===== config.mk =====
export PLATFORM = sky130hd
export DESIGN_NAME = uart_frame_tx
export DESIGN_NICKNAME = d
export VERILOG_FILES = /design/src/rtl/uart_frame_tx.sv
export SDC_FILE = /design/constraint.sdc
export NUM_CORES = 1
export LEC_CHECK = 0
export BUFFER_PORTS_ARGS = -buffer_cell sky130_fd_sc_hd__buf_4
export CORE_MARGIN = 2
export CORE_UTILIZATION = 40
export CTS_CLUSTER_DIAMETER = 60
export DETAILED_ROUTE_END_ITERATION = 16
export GPL_TIMING_DRIVEN = 0
export HOLD_SLACK_MARGIN = 0.15
export SETUP_SLACK_MARGIN = 0.1
export SLEW_MARGIN = 20
export SYNTH_ARGS = -nofsm -noshare
export SYNTH_HDL_FRONTEND = slang
export SYNTH_SLANG_ARGS = --single-unit

===== constraint.sdc =====
create_clock -name clk -period 4.4 [get_ports clk]
set_clock_uncertainty 0.15 [all_clocks]
set_input_delay 0.44 -clock clk [delete_from_list [all_inputs] [get_ports clk]]
set_output_delay 0.44 -clock clk [all_outputs]
set_load 0.05 [all_outputs]

===== src/rtl/uart_frame_tx.sv =====
module uart_frame_tx #(
  parameter int TICKS_PER_BIT = 16,
  parameter int ADDR_W        = 3,
  parameter int THR_ADDR      = 0,
  parameter int LCR_ADDR      = 3,
  parameter int LSR_ADDR      = 5
) (
  input  logic              clk,
  input  logic              rst_n,
  input  logic              baud_tick,
  input  logic [ADDR_W-1:0] reg_addr,
  input  logic              reg_wr,
  input  logic [7:0]        reg_wdata,
  output logic [7:0]        reg_rdata,
  output logic              ser_out,
  output logic              tx_ready_n
);
  localparam int CNT_W = $clog2(2 * TICKS_PER_BIT);
  localparam int LW    = CNT_W + 1;
  localparam logic [LW-1:0] ONE_BIT_M1   = LW'(TICKS_PER_BIT - 1);
  localparam logic [LW-1:0] ONE_HALF_M1  = LW'(TICKS_PER_BIT + TICKS_PER_BIT / 2 - 1);
  localparam logic [LW-1:0] TWO_BITS_M1  = LW'(2 * TICKS_PER_BIT - 1);

  typedef enum logic [2:0] {S_IDLE, S_START, S_DATA, S_PAR, S_STOP} tx_state_t;

  tx_state_t        state;
  logic [5:0]       ctrl;
  logic [7:0]       hold;
  logic             hold_full;
  logic [7:0]       shreg;
  logic [CNT_W-1:0] tick_cnt;
  logic [2:0]       bit_idx;
  logic [1:0]       f_wl;
  logic             f_stop, f_pen, f_par;

  logic [7:0]    wmask;
  logic          par_calc;
  logic [LW-1:0] span_m1;
  logic          span_done;
  logic          load;
  logic          hold_wr;

  assign wmask    = 8'hFF >> (2'd3 - ctrl[1:0]);
  assign par_calc = ctrl[5] ? ~ctrl[4] : (ctrl[4] ? ^(hold & wmask) : ~^(hold & wmask));

  always_comb begin
    span_m1 = ONE_BIT_M1;
    if (state == S_STOP && f_stop)
      span_m1 = (f_wl == 2'd0) ? ONE_HALF_M1 : TWO_BITS_M1;
  end

  assign span_done = baud_tick && ({1'b0, tick_cnt} == span_m1);
  assign load      = hold_full && (state == S_IDLE || (state == S_STOP && span_done));
  assign hold_wr   = reg_wr && (reg_addr == ADDR_W'(THR_ADDR)) && !hold_full;

  always_ff @(posedge clk) begin
    if (!rst_n) begin
      ctrl      <= '0;
      hold      <= '0;
      hold_full <= 1'b0;
    end else begin
      if (reg_wr && reg_addr == ADDR_W'(LCR_ADDR))
        ctrl <= reg_wdata[5:0];
      if (hold_wr) begin
        hold      <= reg_wdata;
        hold_full <= 1'b1;
      end else if (load) begin
        hold_full <= 1'b0;
      end
    end
  end

  always_ff @(posedge clk) begin
    if (!rst_n) begin
      state    <= S_IDLE;
      shreg    <= '0;
      tick_cnt <= '0;
      bit_idx  <= '0;
      f_wl     <= '0;
      f_stop   <= 1'b0;
      f_pen    <= 1'b0;
      f_par    <= 1'b0;
    end else if (load) begin
      state    <= S_START;
      shreg    <= hold;
      tick_cnt <= '0;
      bit_idx  <= '0;
      f_wl     <= ctrl[1:0];
      f_stop   <= ctrl[2];
      f_pen    <= ctrl[3];
      f_par    <= par_calc;
    end else if (state != S_IDLE && baud_tick) begin
      if (span_done) begin
        tick_cnt <= '0;
        case (state)
          S_START: state <= S_DATA;
          S_DATA: begin
            shreg <= shreg >> 1;
            if (bit_idx == {1'b0, f_wl} + 3'd4) begin
              state <= f_pen ? S_PAR : S_STOP;
            end else begin
              bit_idx <= bit_idx + 3'd1;
            end
          end
          S_PAR:   state <= S_STOP;
          default: state <= S_IDLE;
        endcase
      end else begin
        tick_cnt <= tick_cnt + 1'b1;
      end
    end
  end

  always_comb begin
    case (state)
      S_START: ser_out = 1'b0;
      S_DATA:  ser_out = shreg[0];
      S_PAR:   ser_out = f_par;
      default: ser_out = 1'b1;
    endcase
  end

  assign tx_ready_n = hold_full;

  always_comb begin
    reg_rdata = '0;
    if (reg_addr == ADDR_W'(LCR_ADDR))
      reg_rdata = {2'b00, ctrl};
    else if (reg_addr == ADDR_W'(LSR_ADDR))
      reg_rdata = {1'b0, !hold_full && state == S_IDLE, !hold_full, 5'b0};
  end


  idle_start_needs_byte_chk: assert property (@(posedge clk) disable iff (!rst_n)
    ($past(state) == S_IDLE && state == S_START) |-> $past(hold_full));


  full_write_dropped_chk: assert property (@(posedge clk) disable iff (!rst_n)
    (reg_wr && reg_addr == ADDR_W'(THR_ADDR) && hold_full) |=> (hold == $past(hold)));


  tick_gated_chk: assert property (@(posedge clk) disable iff (!rst_n)
    (state != S_IDLE && !baud_tick) |=> ($stable(state) && $stable(tick_cnt)));


  frame_cfg_held_chk: assert property (@(posedge clk) disable iff (!rst_n)
    (state == S_START || state == S_DATA || state == S_PAR) |=> $stable({f_wl, f_stop, f_pen, f_par}));


  idle_line_high_chk: assert property (@(posedge clk) disable iff (!rst_n)
    ($past(state) == S_STOP && state == S_IDLE) |-> (ser_out && !hold_full));
endmodule


==> flow_summary.json <==
{
  "slew_violations": 0,
  "worst_pin_slew_ns": 0.519,
  "drtAntennaViolNets": 0,
  "crit_slowest_cell": "o211ai_1",
  "crit_end": "state[0]",
  "yosys.cell_types.count": 43,
  "max_stage_delay_ns": 0.44,
  "grt-ovfl-total": 0,
  "core.rowCount": 25,
  "outcome": "completed",
  "clock_tree.buffer_depth": 2,
  "cp-start-kind": "flop",
  "syn_to_final_growth_pct": 17.8,
  "hpwl_mm": 3.10,
  "slew_headroom_pct": 65.3,
  "grt_pass1_wl_mm": 7.01,
  "final_nets": 274,
  "diodes": 0,
  "reg2regPathDepth": 7,
  "grtUsageTotal_pct": 16.8,
  "wirelength_mm": 4.20,
  "final_cell_mix": "39 x dfxtp_1, 31 x nor2_1, 31 x nand2_1",
  "cts.repair.resized": 0,
  "synth_nets": 245,
  "initial_core_util_pct": 41.8,
  "drive_gt1_share_pct": 16.7,
  "cts-hold-fix-buffers": 0,
  "syn_avg_cell_area_sq_um": 8.76,
  "syn_inst": 228,
  "die-area_sq_mm": 0.00558,
  "worstPathMaxFanout": 10,
  "fin_tns_setup_ns": 0,
  "wl_per_cell_microns": 13.0,
  "rsz0062_at_grt": "no",
  "setup_viol": 0,
  "peakVddDrop_mv": 0.171,
  "port_buffers": 22,
  "timing.rr.end": "state[0]",
  "drt_iter0_drc": 55,
  "grt_max_degree": 13,
  "fmax_mhz": 447,
  "vias": 1618,
  "cts_sinks": 39,
  "layout_commonest_cell": "dfxtp_1",
  "drt-pass1-iter-count": 4,
  "min_path_type": "in2reg",
  "syn_area_sq_mm": 0.00200,
  "place.gp.congestion": 0.755,
  "synth_edf_count": 0,
  "dp.cells": 317,
  "path_class": "reg2reg",
  "maxCapViolations": 0,
  "cp.required_ns": 4.42,
  "path_cells": "buf_2, nand4bb_4, o31a_4, o211ai_1, nor3b_1, a221oi_1, nor2_1",
  "clk_latency_ns": 0.30,
  "pin_count": 25,
  "clk_root_buffer_cell": "clkbuf_8",
  "cts_made_buffers": 5,
  "synth-seq-area-share_pct": 39.1,
  "r2r-start": "state[0]",
  "worstSetupStartpoint": "state[0]",
  "layout.cells.non_filler": 324,
  "period_share_pct": 50.9,
  "total_leakage_power_uw": 0.000900,
  "ctsHtreeMaxLevel": 2,
  "cts_setup_buffers": 0,
  "fp.dieW_microns": 74.7,
  "powerDensity_mw_per_mm2": 310,
  "fin_crit_ns": 2.24,
  "die_y_microns": 74.7,
  "regToRegSetupSlack_ns": 2.16,
  "drc": 0,
  "cts.clk_slew.worst_paths_ns": 0.08,
  "detail_route.vias_per_cell": 4.99,
  "synthArstFlopShare_pct": 0,
  "grt_pass1_vias": 1471,
  "synth_seq_cells": 39,
  "crit_arrival_ns": 2.26,
  "antenna_found_initial": 0,
  "core_sq_mm": 0.00479,
  "cts_tree": "built",
  "synth_ff_type": "dfxtp_1",
  "ys_warn_count": 0,
  "endpoint_kind": "flop",
  "timing.final.hold_violations": 0
}
-- cell families (layout without fill, tap and decap cells) --
group / count (synthesis) / count (layout) / share of synthesized area (%)
flops: 39 / 39 / 39.1
mux: 13 / 13 / 6.51
fa+ha+maj: 2 / 2 / 1.25
compound gates: 40 / 40 / 16.0
other cells: 1 / 1 / 0.188
simple gates: 104 / 104 / 26.2
xor+xnor: 12 / 12 / 5.95
buf+inv: 17 / 46 / 4.76
-- metrics by stage --
step	util [%]	hold slack [ns]	area, sq um	worst slack [ns]	power [uW]
final	49.2	0.224	2350	2.16	730
after global routing	49.2	0.247	2350	1.96	760
after CTS	49.2	0.219	2350	2.14	735
after detailed placement	47.0	0.314	2250	2.16	439
after global placement	47.0	0.307	2250	2.15	439
after floorplan	-	0.287	2000	1.93	416
-- power breakdown --
part	switching, uW	total, uW	leakage, uW	internal, uW
clock	134	300	0.0000502	166
combinational	37.3	65.7	0.000534	28.4
sequential	4.88	364	0.000315	359
-- worst min path at each step --
stage	to	slack (ns)	depth (start not counted)	startpoint
global placement	shreg[7]	0.31	2	shreg[7]
floorplan	state[1]	0.29	2	f_pen
finish	hold[7]	0.22	3	reg_wdata[7]
detailed placement	f_par	0.31	2	f_par
CTS	hold[6]	0.22	3	reg_wdata[6]
global route	hold[5]	0.25	3	reg_wdata[5]
-- area by class of cell --
| cell class | instances | area [sq um] |
|---|---|---|
| Clock buffer | 5 | 68.8 |
| Fill cell | 485 | 2430 |
| Inverter | 5 | 18.8 |
| Clock inverter | 2 | 37.5 |
| Multi-Input combinational cell | 172 | 1120 |
| Tap cell | 67 | 83.8 |
| Buffer | 12 | 76.3 |
| Timing Repair Buffer | 22 | 165 |
| Sequential cell | 39 | 781 |
-- state kept, by name, summed over array words and instances (netlist names) --
signal      flops
bit_idx         3
ctrl            6
f_par           1
f_pen           1
f_stop          1
f_wl            2
hold            8
shreg           8
state           3
tick_cnt        5
tx_ready_n      1
-- cells in the mapped netlist (2+ instances only) --
library cell / count / area, sq um
nor3b_1: 2 / 15.0
xnor2_1: 6 / 52.6
inv_1: 5 / 18.8
nand2_1: 31 / 116
xor2_1: 5 / 43.8
and2_1: 6 / 37.5
buf_4: 2 / 15.0
nand4_1: 2 / 12.5
a311oi_1: 7 / 61.3
nand3_1: 12 / 60.1
mux2i_1: 13 / 130
dfxtp_1: 39 / 781
nand2b_1: 3 / 18.8
and3_1: 2 / 12.5
nor2_1: 31 / 116
clkbuf_1: 6 / 22.5
a21oi_1: 17 / 85.1
nor3_1: 6 / 30.0
o21ai_0: 5 / 25.0
buf_6: 3 / 33.8
or3_1: 2 / 12.5
ha_1: 2 / 25.0
-- metal layers --
| layer | track usage [%] | part of all wire [%] | vias up |
|---|---|---|---|
| li1 | - | - | 846 |
| met1 | 22.8 | 50 | 734 |
| met2 | 25.9 | 45 | 31 |
| met3 | 4.55 | 3.9 | 7 |
| met4 | 5.95 | 1.2 | 0 |
| met5 | 0 | 0 | - |
-- worst max-delay path, delay by kind of cell (launching register included) --
family          cells  cell delay, ns
buf+inv             1            0.16
flops               1            0.30
compound gates      3            1.07
simple gates        3            0.44
(Power assumes the default switching activity.)
